$ cat config.mk
export PLATFORM = sky130hd
export DESIGN_NAME = ccu_top
export DESIGN_NICKNAME = d
export VERILOG_FILES = /design/src/rtl/ccu_pkg.sv /design/src/rtl/ccu_timer.sv /design/src/rtl/ccu_chan.sv /design/src/rtl/ccu_top.sv
export SDC_FILE = /design/constraint.sdc
export NUM_CORES = 1
export LEC_CHECK = 0
export ABC_CLOCK_PERIOD_IN_PS = 2110
export BUFFER_PORTS_ARGS = -buffer_cell sky130_fd_sc_hd__buf_2
export CAP_MARGIN = 10
export CORE_MARGIN = 2
export CORE_UTILIZATION = 45
export CTS_CLUSTER_SIZE = 10
export DETAILED_ROUTE_END_ITERATION = 8
export GPL_TIMING_DRIVEN = 0
export SLEW_MARGIN = 20
export SYNTH_ARGS = -nofsm -noshare
export SYNTH_HDL_FRONTEND = slang
export SYNTH_SLANG_ARGS = --single-unit
$ cat constraint.sdc
create_clock -name clk_i -period 2.11 [get_ports clk_i]
set_clock_uncertainty 0.1 [all_clocks]
set_input_delay 0.1055 -clock clk_i [delete_from_list [all_inputs] [get_ports clk_i]]
set_output_delay 0.1055 -clock clk_i [all_outputs]
set_load 0.05 [all_outputs]
$ cat src/rtl/ccu_pkg.sv
package ccu_pkg;
  typedef enum logic [2:0] {
    CM_OFF  = 3'd0,
    CM_CAP  = 3'd1,
    CM_CMP0 = 3'd2,
    CM_CMP1 = 3'd3,
    CM_CMP2 = 3'd4,
    CM_CMP3 = 3'd5
  } ccu_mode_e;

  localparam int unsigned CfgW     = 7;
  localparam int unsigned CfgTsel  = 3;
  localparam int unsigned CfgRise  = 4;
  localparam int unsigned CfgFall  = 5;
  localparam int unsigned CfgPair  = 6;
endpackage

$ cat src/rtl/ccu_timer.sv
module ccu_timer #(
  parameter int unsigned W = 16
) (
  input  logic         clk_i,
  input  logic         rst_ni,
  input  logic         rld_we_i,
  input  logic         cnt_we_i,
  input  logic [W-1:0] wdata_i,
  input  logic         run_i,
  input  logic         ext_sel_i,
  input  logic         ext_i,
  input  logic         clr_i,
  output logic [W-1:0] cnt_o,
  output logic [W-1:0] rld_o,
  output logic         step_o,
  output logic         ovf_o,
  output logic         flag_o
);
  localparam logic [W-1:0] MaxCnt = '1;

  logic ext_q, tick;
  assign tick = run_i && (!ext_sel_i || (ext_i && !ext_q));

  always_ff @(posedge clk_i or negedge rst_ni) begin
    if (!rst_ni) begin
      ext_q  <= 1'b0;
      cnt_o  <= '0;
      rld_o  <= '0;
      step_o <= 1'b0;
      ovf_o  <= 1'b0;
      flag_o <= 1'b0;
    end else begin
      ext_q <= ext_i;
      if (rld_we_i) rld_o <= wdata_i;
      if (cnt_we_i) begin
        cnt_o  <= wdata_i;
        step_o <= 1'b0;
        ovf_o  <= 1'b0;
      end else if (tick) begin
        step_o <= 1'b1;
        ovf_o  <= (cnt_o == MaxCnt);
        cnt_o  <= (cnt_o == MaxCnt) ? rld_o : cnt_o + 1'b1;
      end else begin
        step_o <= 1'b0;
        ovf_o  <= 1'b0;
      end
      if (tick && !cnt_we_i && cnt_o == MaxCnt) flag_o <= 1'b1;
      else if (clr_i)                           flag_o <= 1'b0;
    end
  end

  p_wrap_r2: assert property (@(posedge clk_i) disable iff (!rst_ni)
    (tick && !cnt_we_i && cnt_o == MaxCnt) |=> (cnt_o == $past(rld_o) && flag_o && ovf_o));
endmodule

$ cat src/rtl/ccu_chan.sv
module ccu_chan
  import ccu_pkg::*;
#(
  parameter int unsigned W       = 16,
  parameter bit          CAN_CMP = 1'b1
) (
  input  logic            clk_i,
  input  logic            rst_ni,
  input  logic            cfg_we_i,
  input  logic            val_we_i,
  input  logic [W-1:0]    wdata_i,
  input  logic [W-1:0]    cnt_i,
  input  logic            step_i,
  input  logic            ovf_i,
  input  logic            cap_i,
  input  logic            pair_hit_i,
  input  logic            clr_i,
  output logic [CfgW-1:0] cfg_o,
  output logic [W-1:0]    val_o,
  output logic            flag_o,
  output logic            pin_o,
  output logic            m0_hit_o
);
  ccu_mode_e mode;
  logic cap_q, armed_q, is_cmp, one_shot, match, evt, cap_evt, pair_tog;

  assign mode     = ccu_mode_e'(cfg_o[2:0]);
  assign is_cmp   = mode inside {CM_CMP0, CM_CMP1, CM_CMP2, CM_CMP3};
  assign one_shot = mode inside {CM_CMP2, CM_CMP3};
  assign match    = CAN_CMP && is_cmp && step_i && (cnt_i == val_o);
  assign evt      = match && (!one_shot || armed_q || ovf_i);
  assign m0_hit_o = evt && (mode == CM_CMP0);
  assign pair_tog = CAN_CMP && cfg_o[CfgPair] && pair_hit_i;
  assign cap_evt  = (mode == CM_CAP) &&
                    ((cfg_o[CfgRise] && cap_i && !cap_q) ||
                     (cfg_o[CfgFall] && !cap_i && cap_q));

  always_ff @(posedge clk_i or negedge rst_ni) begin
    if (!rst_ni) begin
      cap_q   <= 1'b0;
      armed_q <= 1'b1;
      cfg_o   <= '0;
      val_o   <= '0;
      flag_o  <= 1'b0;
      pin_o   <= 1'b0;
    end else begin
      cap_q <= cap_i;
      if (cfg_we_i) cfg_o <= wdata_i[CfgW-1:0];
      if (cap_evt)       val_o <= cnt_i;
      else if (val_we_i) val_o <= wdata_i;
      if (evt && one_shot) armed_q <= 1'b0;
      else if (ovf_i)      armed_q <= 1'b1;
      if (evt || cap_evt) flag_o <= 1'b1;
      else if (clr_i)     flag_o <= 1'b0;
      unique case (mode)
        CM_CMP1: if (evt || pair_tog) pin_o <= ~pin_o;
        CM_CMP3: if (evt) pin_o <= 1'b1; else if (ovf_i) pin_o <= 1'b0;
        default: ;
      endcase
    end
  end

  p_toggle_r5: assert property (@(posedge clk_i) disable iff (!rst_ni)
    (mode == CM_CMP1 && evt) |=> (pin_o != $past(pin_o)));
  p_single_r6: assert property (@(posedge clk_i) disable iff (!rst_ni)
    (one_shot && evt) |=> !armed_q);
  p_clear_r7: assert property (@(posedge clk_i) disable iff (!rst_ni)
    (mode == CM_CMP3 && ovf_i && !evt) |=> !pin_o);
  p_cap_r9: assert property (@(posedge clk_i) disable iff (!rst_ni)
    cap_evt |=> (val_o == $past(cnt_i) && flag_o));
  p_caponly_r10: assert property (@(posedge clk_i) disable iff (!rst_ni)
    (!CAN_CMP && is_cmp) |=> $stable(pin_o));
endmodule

$ cat src/rtl/ccu_top.sv
module ccu_top
  import ccu_pkg::*;
#(
  parameter int unsigned     W             = 16,
  parameter int unsigned     N_CH          = 4,
  parameter logic [N_CH-1:0] CAP_ONLY_MASK = 4'b1100
) (
  input  logic            clk_i,
  input  logic            rst_ni,
  input  logic            wr_en_i,
  input  logic [4:0]      addr_i,
  input  logic [W-1:0]    wdata_i,
  output logic [W-1:0]    rd_data_o,
  input  logic [1:0]      ext_clk_i,
  input  logic [N_CH-1:0] cap_i,
  output logic [N_CH-1:0] cmp_o,
  output logic [N_CH-1:0] ch_flag_o,
  output logic [1:0]      tmr_flag_o
);
  localparam int unsigned NT = 2;
  localparam logic [1:0] SelTmr = 2'd0, SelCfg = 2'd2, SelVal = 2'd3;

  logic [1:0] sel;
  logic [2:0] idx;
  assign sel = addr_i[4:3];
  assign idx = addr_i[2:0];

  logic [2*NT-1:0] ctrl_q;
  logic            ctrl_we, clr_we;
  assign ctrl_we = wr_en_i && sel == SelTmr && idx == 3'd4;
  assign clr_we  = wr_en_i && sel == SelTmr && idx == 3'd5;

  always_ff @(posedge clk_i or negedge rst_ni) begin
    if (!rst_ni)      ctrl_q <= '0;
    else if (ctrl_we) ctrl_q <= wdata_i[2*NT-1:0];
  end

  logic [W-1:0]  t_cnt [NT];
  logic [W-1:0]  t_rld [NT];
  logic [NT-1:0] t_step, t_ovf;

  for (genvar t = 0; t < NT; t++) begin : g_tmr
    ccu_timer #(.W(W)) i_tmr (
      .clk_i, .rst_ni,
      .rld_we_i (wr_en_i && sel == SelTmr && idx == 3'(t)),
      .cnt_we_i (wr_en_i && sel == SelTmr && idx == 3'(t + 2)),
      .wdata_i,
      .run_i    (ctrl_q[2*t]),
      .ext_sel_i(ctrl_q[2*t+1]),
      .ext_i    (ext_clk_i[t]),
      .clr_i    (clr_we && wdata_i[N_CH+t]),
      .cnt_o    (t_cnt[t]),
      .rld_o    (t_rld[t]),
      .step_o   (t_step[t]),
      .ovf_o    (t_ovf[t]),
      .flag_o   (tmr_flag_o[t])
    );
  end

  logic [CfgW-1:0] c_cfg [N_CH];
  logic [W-1:0]    c_val [N_CH];
  logic [N_CH-1:0] m0_hit, pair_hit;

  for (genvar k = 0; k < N_CH; k++) begin : g_ch
    logic ts;
    assign ts = c_cfg[k][CfgTsel];
    if (k % 2 == 0 && k + 1 < N_CH) begin : g_pair
      assign pair_hit[k] = m0_hit[k+1];
    end else begin : g_nopair
      assign pair_hit[k] = 1'b0;
    end
    ccu_chan #(.W(W), .CAN_CMP(!CAP_ONLY_MASK[k])) i_ch (
      .clk_i, .rst_ni,
      .cfg_we_i  (wr_en_i && sel == SelCfg && idx == 3'(k)),
      .val_we_i  (wr_en_i && sel == SelVal && idx == 3'(k)),
      .wdata_i,
      .cnt_i     (ts ? t_cnt[1] : t_cnt[0]),
      .step_i    (ts ? t_step[1] : t_step[0]),
      .ovf_i     (ts ? t_ovf[1] : t_ovf[0]),
      .cap_i     (cap_i[k]),
      .pair_hit_i(pair_hit[k]),
      .clr_i     (clr_we && wdata_i[k]),
      .cfg_o     (c_cfg[k]),
      .val_o     (c_val[k]),
      .flag_o    (ch_flag_o[k]),
      .pin_o     (cmp_o[k]),
      .m0_hit_o  (m0_hit[k])
    );
  end

  always_comb begin
    rd_data_o = '0;
    unique case (sel)
      SelTmr: begin
        unique case (idx)
          3'd0:    rd_data_o = t_rld[0];
          3'd1:    rd_data_o = t_rld[1];
          3'd2:    rd_data_o = t_cnt[0];
          3'd3:    rd_data_o = t_cnt[1];
          3'd4:    rd_data_o = W'(ctrl_q);
          3'd5:    rd_data_o = W'({tmr_flag_o, ch_flag_o});
          default: rd_data_o = '0;
        endcase
      end
      SelCfg: for (int k = 0; k < N_CH; k++) if (idx == 3'(k)) rd_data_o = W'(c_cfg[k]);
      SelVal: for (int k = 0; k < N_CH; k++) if (idx == 3'(k)) rd_data_o = c_val[k];
      default: rd_data_o = '0;
    endcase
  end

  p_flagclr_r11: assert property (@(posedge clk_i) disable iff (!rst_ni)
    (clr_we && wdata_i[0] && !cmp_o[0] && $stable(cmp_o[0]) && ch_flag_o[0] && !t_step[0] && !t_step[1] && c_cfg[0][2:0] != 3'd1)
    |=> !ch_flag_o[0]);
endmodule

After elaboration in Yosys (flattened, before gate mapping)

Cells that the tools add are included.

Add/subtract/negate cells: 2
Equality and inequality tests: 27
Mux-type cells: 64
Bitwise logic cells: 2
Reductions and logical operators: 114

Operator list:

| kind                                                   | number |
|---|---|
| two-way mux 16 bit                                     | 25 |
| one-hot mux 16 bit (6 select lines)                    | 1 |
| logical AND 1 bit                                      | 61 |
| one-hot mux 16 bit (3 select lines)                    | 1 |
| nonzero test 2 bit                                     | 18 |
| two-way mux 1 bit                                      | 34 |
| adder 16 x 1 -> 16 bit (second input constant)         | 2 |
| equality test 16 bit                                   | 2 |
| equality test 16 bit (second input constant)           | 2 |
| equality test 3 x 2 -> 1 bit (second input constant)   | 6 |
| equality test 3 bit (second input constant)            | 6 |
| zero test 1 bit                                        | 16 |
| equality test 3 x 1 -> 1 bit (second input constant)   | 5 |
| logical OR 1 bit                                       | 13 |
| nonzero test 4 bit                                     | 2 |
| two-way mux 7 bit                                      | 1 |
| inequality test 3 x 1 -> 1 bit (second input constant) | 2 |
| AND reduction 3 bit                                    | 2 |
| equality test 2 bit (second input constant)            | 2 |
| one-hot mux 1 bit (2 select lines)                     | 2 |
| zero test 3 bit                                        | 1 |
| zero test 2 bit                                        | 1 |
| inequality test 2 x 1 -> 1 bit (second input constant) | 1 |
| inequality test 2 bit (second input constant)          | 1 |
| inverter 1 bit                                         | 2 |

Register bits: 180
Word-level logic and storage cells: 242

Logic depth before layout (Yosys ltp)

Depth in word-level cells: 11
Mapped depth: 10
Depth with buffers taken out: 8

Modules after synthesis

Synthesis repeated with hierarchy kept, for this count alone.

Cells, all modules: 1,136
Area total of the unflattened synthesis: 11,797.6 um^2

By module, submodules not included:

| module                      | times used | cells an instance | area an instance (um^2) | seq. area each (um^2) |
|---|---|---|---|---|
| ccu_timer                   | 2          | 180               | 1,886.8                 | 900.9 |
| ccu_top                     | 1          | 319               | 2,701.3                 | 100.1 |
| ccu_chan (g_ch[2].i_ch ...) | 2          | 78                | 1,174.9                 | 625.6 |
| ccu_chan (g_ch[0].i_ch)     | 1          | 153               | 1,496.4                 | 676.9 |
| ccu_chan (g_ch[1].i_ch)     | 1          | 148               | 1,476.4                 | 676.9 |

Least setup slack after synthesis

Ideal clock, no wire load.

Path type: input port to output port
From: input addr_i[0]
To: output rd_data_o[10]
Data arrival time: 2,400 ps
Required time: 1,904 ps
Slack: -496 ps
Stages: 6
Buffers on the path: 4
Path through: buf_2 buf_2 clkbuf_1 clkbuf_1 nor2_1 o21ai_0

Word-level cells in the longest chain between the ends: 6
Elaborated cells between the ends (all ways): 14
Classes of those cells: eq/ne: 5; mux: 8; reduce/logical: 1

RTL lines:

| element                                 | line                          | source |
|---|---|---|
| start, declared                         | ccu_top.sv:11                 | `input logic [4:0] addr_i,` |
| zero test 3 bit                         | ccu_top.sv:95, ccu_top.sv:106 |  |
| two-way mux 16 bit (4 in a row)         | ccu_top.sv:106                | `SelVal: for (int k = 0; k < N_CH; k++) if (idx == 3'(k)) rd_data_o = c_val[k];` |
| one-hot mux 16 bit (3 select lines) (*) | ccu_top.sv:93                 | `unique case (sel)` |
| end, declared                           | ccu_top.sv:13                 | `output logic [W-1:0] rd_data_o,` |

Mark *: on every way between the ends. The rest lies on a longest branch, timed or not.

Worst setup path in the final report

From: register g_tmr[1].i_tmr.cnt_o[5]
To: output rd_data_o[5]

Word-level cells in the longest chain between the ends: 2

RTL lines:

| element                             | line            | source |
|---|---|---|
| start, declared                     | ccu_timer.sv:13 | `output logic [W-1:0] cnt_o,` |
| start signal, assigned              | ccu_timer.sv:36 | `cnt_o <= wdata_i;` |
| start signal, assigned              | ccu_timer.sv:42 | `cnt_o <= (cnt_o == MaxCnt) ? rld_o : cnt_o + 1'b1;` |
| one-hot mux 16 bit (6 select lines) | ccu_top.sv:95   | `unique case (idx)` |
| one-hot mux 16 bit (3 select lines) | ccu_top.sv:93   |  |

No other way between the ends.

==> results.sh <==
export IMPL_status="finished with violations"
export IMPL_violations="setup timing"
export IMPL_drc=0
export IMPL_antenna_found_initial=0
export IMPL_finalSetupViolCount=31
export IMPL_synth_edf_count=0
export IMPL_drv_cap=0
export IMPL_syn_inst=1172
export IMPL_synth_area_leader_cell="dfrtp_1"
export IMPL_initial_core_util=0.458
export IMPL_ys_ff_latch=180
export IMPL_period_minus_slack_ns=2.43
export IMPL_critPathLaunchType="register"
export IMPL_ys_warn_count=0
export IMPL_power_share_combinational=0.432
export IMPL_pin_count=56
export IMPL_cellPowerDensity_mw_per_mm2=1150
export IMPL_r2r_slack_ns=-0.27
export IMPL_synth_avg_cell_area_um2=9.51
export IMPL_synth_ff_type="dfrtp_1"
export IMPL_yosysUniqueCellTypes=64
export IMPL_p_clk_frac=0.208
export IMPL_first_iter_violations=1278
export IMPL_grt_setup_unrepaired="yes"
export IMPL_totalWireLength_mm=41.7
export IMPL_worstHoldPathType="input pin to register"
export IMPL_grt_ovfl_total=0
export IMPL_grt_pass1_vias=9673
export IMPL_intPower_mw=9.73
export IMPL_dr_pass1_iters=8
export IMPL_grt_use_total=0.317
export IMPL_end_kind="output pin"
export IMPL_final_cell_mix="dfrtp_1 (159), a21oi_1 (95), nor2_1 (84), nand2_1 (77), mux2_2 (70)"
export IMPL_critical_path_max_fanout=2
export IMPL_antenna_cells=0
export IMPL_leakagePower_nw=5.86
export IMPL_dp_hpwl_mm=29.7
export IMPL_fin_setup_tns_ns=-4.43
export IMPL_synth_top_area_frac=0.400
export IMPL_clockRootBuffer="clkbuf_16"
export IMPL_cts_sinks=180
export IMPL_chipWidth_um=161
export IMPL_fin_crit_sh=1.15
export IMPL_multi_input_area_mm2=0.00668
export IMPL_finalNetCount=1336
export IMPL_p_sw_frac=0.402
export IMPL_async_reset_ff_frac=1.00
export IMPL_drv_slew=0
export IMPL_synthTopCellsByArea="dfrtp_1 (40%), mux2_2 (7.2%), mux2i_1 (6.7%)"
export IMPL_seqPwrFrac=0.361
export IMPL_worstPathRequired_ns=1.90
export IMPL_register_area_mm2=0.00453
export IMPL_place_congestion=0.985
export IMPL_worst_skew_pair_late_latency_ns=0.45
export IMPL_grt_pass1_wl_mm=61.6
export IMPL_chipHeight_um=161
export IMPL_worst_slack_ns=-0.317
export IMPL_clock_path_buffers=2
export IMPL_power_switching_mw=6.53
export IMPL_coreArea_mm2=0.0243
export IMPL_arrival_ns=2.22
export IMPL_grt_max_degree=65
export IMPL_floorplan_die_area_mm2=0.0260
export IMPL_ys_seq_area_frac=0.404
export IMPL_cts_htree_levels=4
export IMPL_wl_per_cell_um=25.4
export IMPL_vias_per_cell=6.25
export IMPL_relSlewSlack=0.432
export IMPL_vias=10300
export IMPL_worst_pin_slew_ns=0.853
export IMPL_antenna_left=0
export IMPL_irDropWorstVdd_uv=791
export IMPL_hold_viol_final=0
export IMPL_n_fill_cell=2097
export IMPL_cts_tree="built"
export IMPL_path_class="register to output pin"
export IMPL_power_mw=16.3
export IMPL_layout_cells_most_common="dfrtp_1"
export IMPL_num_rows=57
export IMPL_port_buffers=43
export IMPL_drive_above_1_share=0.331
export IMPL_area_growth_pct=26.7
export IMPL_clkTransAtPathRegs_ns=0.08
export IMPL_fmax_mhz=412
export IMPL_numCtsBuffers=17
export IMPL_synth_area_mm2=0.0111
==> stage by stage <==
stage	utilization	hold slack [ns]	area, um^2	instances	worst slack [ns]
final	0.581	0.00951	14100	1640	-0.317
after global routing	0.581	0.0446	14100	1640	-0.338
after CTS	0.550	0.00845	13400	1616	-0.289
after detailed placement	0.489	-0.0224	11900	1542	-0.731
after global placement	0.486	0.127	11800	1540	-2.31
after floorplan	-	-0.290	11200	1173	-0.121
==> power groups by stage <==
stage | sequential [mW] | clock (mW) | combinational [mW]
3_5_place_dp | 5.63 | 0 | 5.63
4_1_cts | 5.72 | 3.38 | 6.29
5_1_grt | 5.95 | 3.53 | 7.45
6_report | 5.87 | 3.37 | 7.02
3_3_place_gp | 5.63 | 0 | 5.52
2_1_floorplan | 5.17 | 0 | 4.30
==> cells in the mapped netlist, drive strengths merged (2+ instances only) <==
cell type  count
o31ai          2
or4            2
a21boi         2
and4           3
nor4          11
nand4          8
a21oi        105
o21ai         49
o22ai         11
xor2          13
a221o          4
ha             3
nor2b         66
a211oi        67
nand3         24
a31o           2
nand2         82
xnor2         30
or3            4
dfrtp        178
mux4          18
buf           51
o221ai        18
a22oi          3
a221oi         4
nor2          98
mux2i         77
inv           12
a21o           7
o211ai         3
nor3b          2
nand3b         4
nor3          18
dfstp          2
mux2          71
a22o          10
a31oi          9
clkbuf        74
a211o          3
and3          11
==> state kept, by name, indices dropped and copies added, names as in the netlist <==
register	flops
g_ch.i_ch.val_o	64
g_tmr.i_tmr.cnt_o	32
g_tmr.i_tmr.rld_o	32
g_ch.i_ch.cfg_o	28
ctrl_q	4
g_ch.i_ch.cap_q	4
g_ch.i_ch.flag_o	4
g_ch.i_ch.armed_q	2
g_ch.i_ch.pin_o	2
g_tmr.i_tmr.ext_q	2
g_tmr.i_tmr.flag_o	2
g_tmr.i_tmr.ovf_o	2
g_tmr.i_tmr.step_o	2
==> routing by layer <==
metal,GRT usage,routed length (um)
met5,0,0
met4,0.119,1610
met3,0.0550,4120
met2,0.482,18900
met1,0.454,17100
==> critical path, cell delays in order, from the launching register on <==
cell      delay (ns)
dfrtp_1         0.44
clkbuf_8        0.17
mux4_2          0.52
nand2_2         0.09
o21ai_2         0.05
a221o_1         0.35
buf_6           0.17
==> repair_timing <==
action,4_1_cts,5_1_grt
setup endpoints to repair,71,92
hold buffers,15,0
pin swaps,32,54
endpoints found under the hold margin,154,0
setup buffers,38,23
gates cloned,1,3
resized for setup,140,156
==> cell families (layout without fill, tap and decap cells) <==
logic type / after synthesis / in the layout / share of synthesized area
buffers and inverters: 138 / 281 / 0.0552
multiplexers: 166 / 166 / 0.179
adder cells (fa/ha/maj): 3 / 3 / 0.00337
other: 1 / 2 / 0.000336
AND/OR/NAND/NOR: 336 / 336 / 0.149
flip-flops: 180 / 180 / 0.404
XOR/XNOR: 43 / 43 / 0.0338
AO/OA/AOI/OAI: 305 / 305 / 0.175
==> layout make-up <==
class,instances,share of cell area
Multi-Input combinational cell,855,0.473
Clock inverter,14,0.0120
Inverter,13,0.00390
Tap cell,324,0.0287
Clock buffer,18,0.0304
Buffer,113,0.0524
Sequential cell,180,0.321
Timing Repair Buffer,123,0.0787
==> path summary, 6_finish.rpt <==
check | cells past startpoint | endpoint | start
setup / recovery | 6 | rd_data_o[5] | g_tmr[1].i_tmr.cnt_o[5]$_DFFE_PN0P_
hold / removal | 3 | g_tmr[1].i_tmr.cnt_o[12]$_DFFE_PN0P_ | wdata_i[12]
setup reg to reg | 9 | g_ch[0].i_ch.pin_o$_DFFE_PN0P_ | g_ch[1].i_ch.cfg_o[3]$_DFFE_PN0P_
hold reg to reg | 1 | ctrl_q[1]$_DFFE_PN0P_ | ctrl_q[1]$_DFFE_PN0P_
max in group asynchronous | 4 | g_tmr[0].i_tmr.cnt_o[15]$_DFFE_PN0P_ | rst_ni
min in group asynchronous | 2 | g_ch[0].i_ch.cap_q$_DFF_PN0_ | rst_ni
Note: power is estimated with default switching activity, not from simulation.
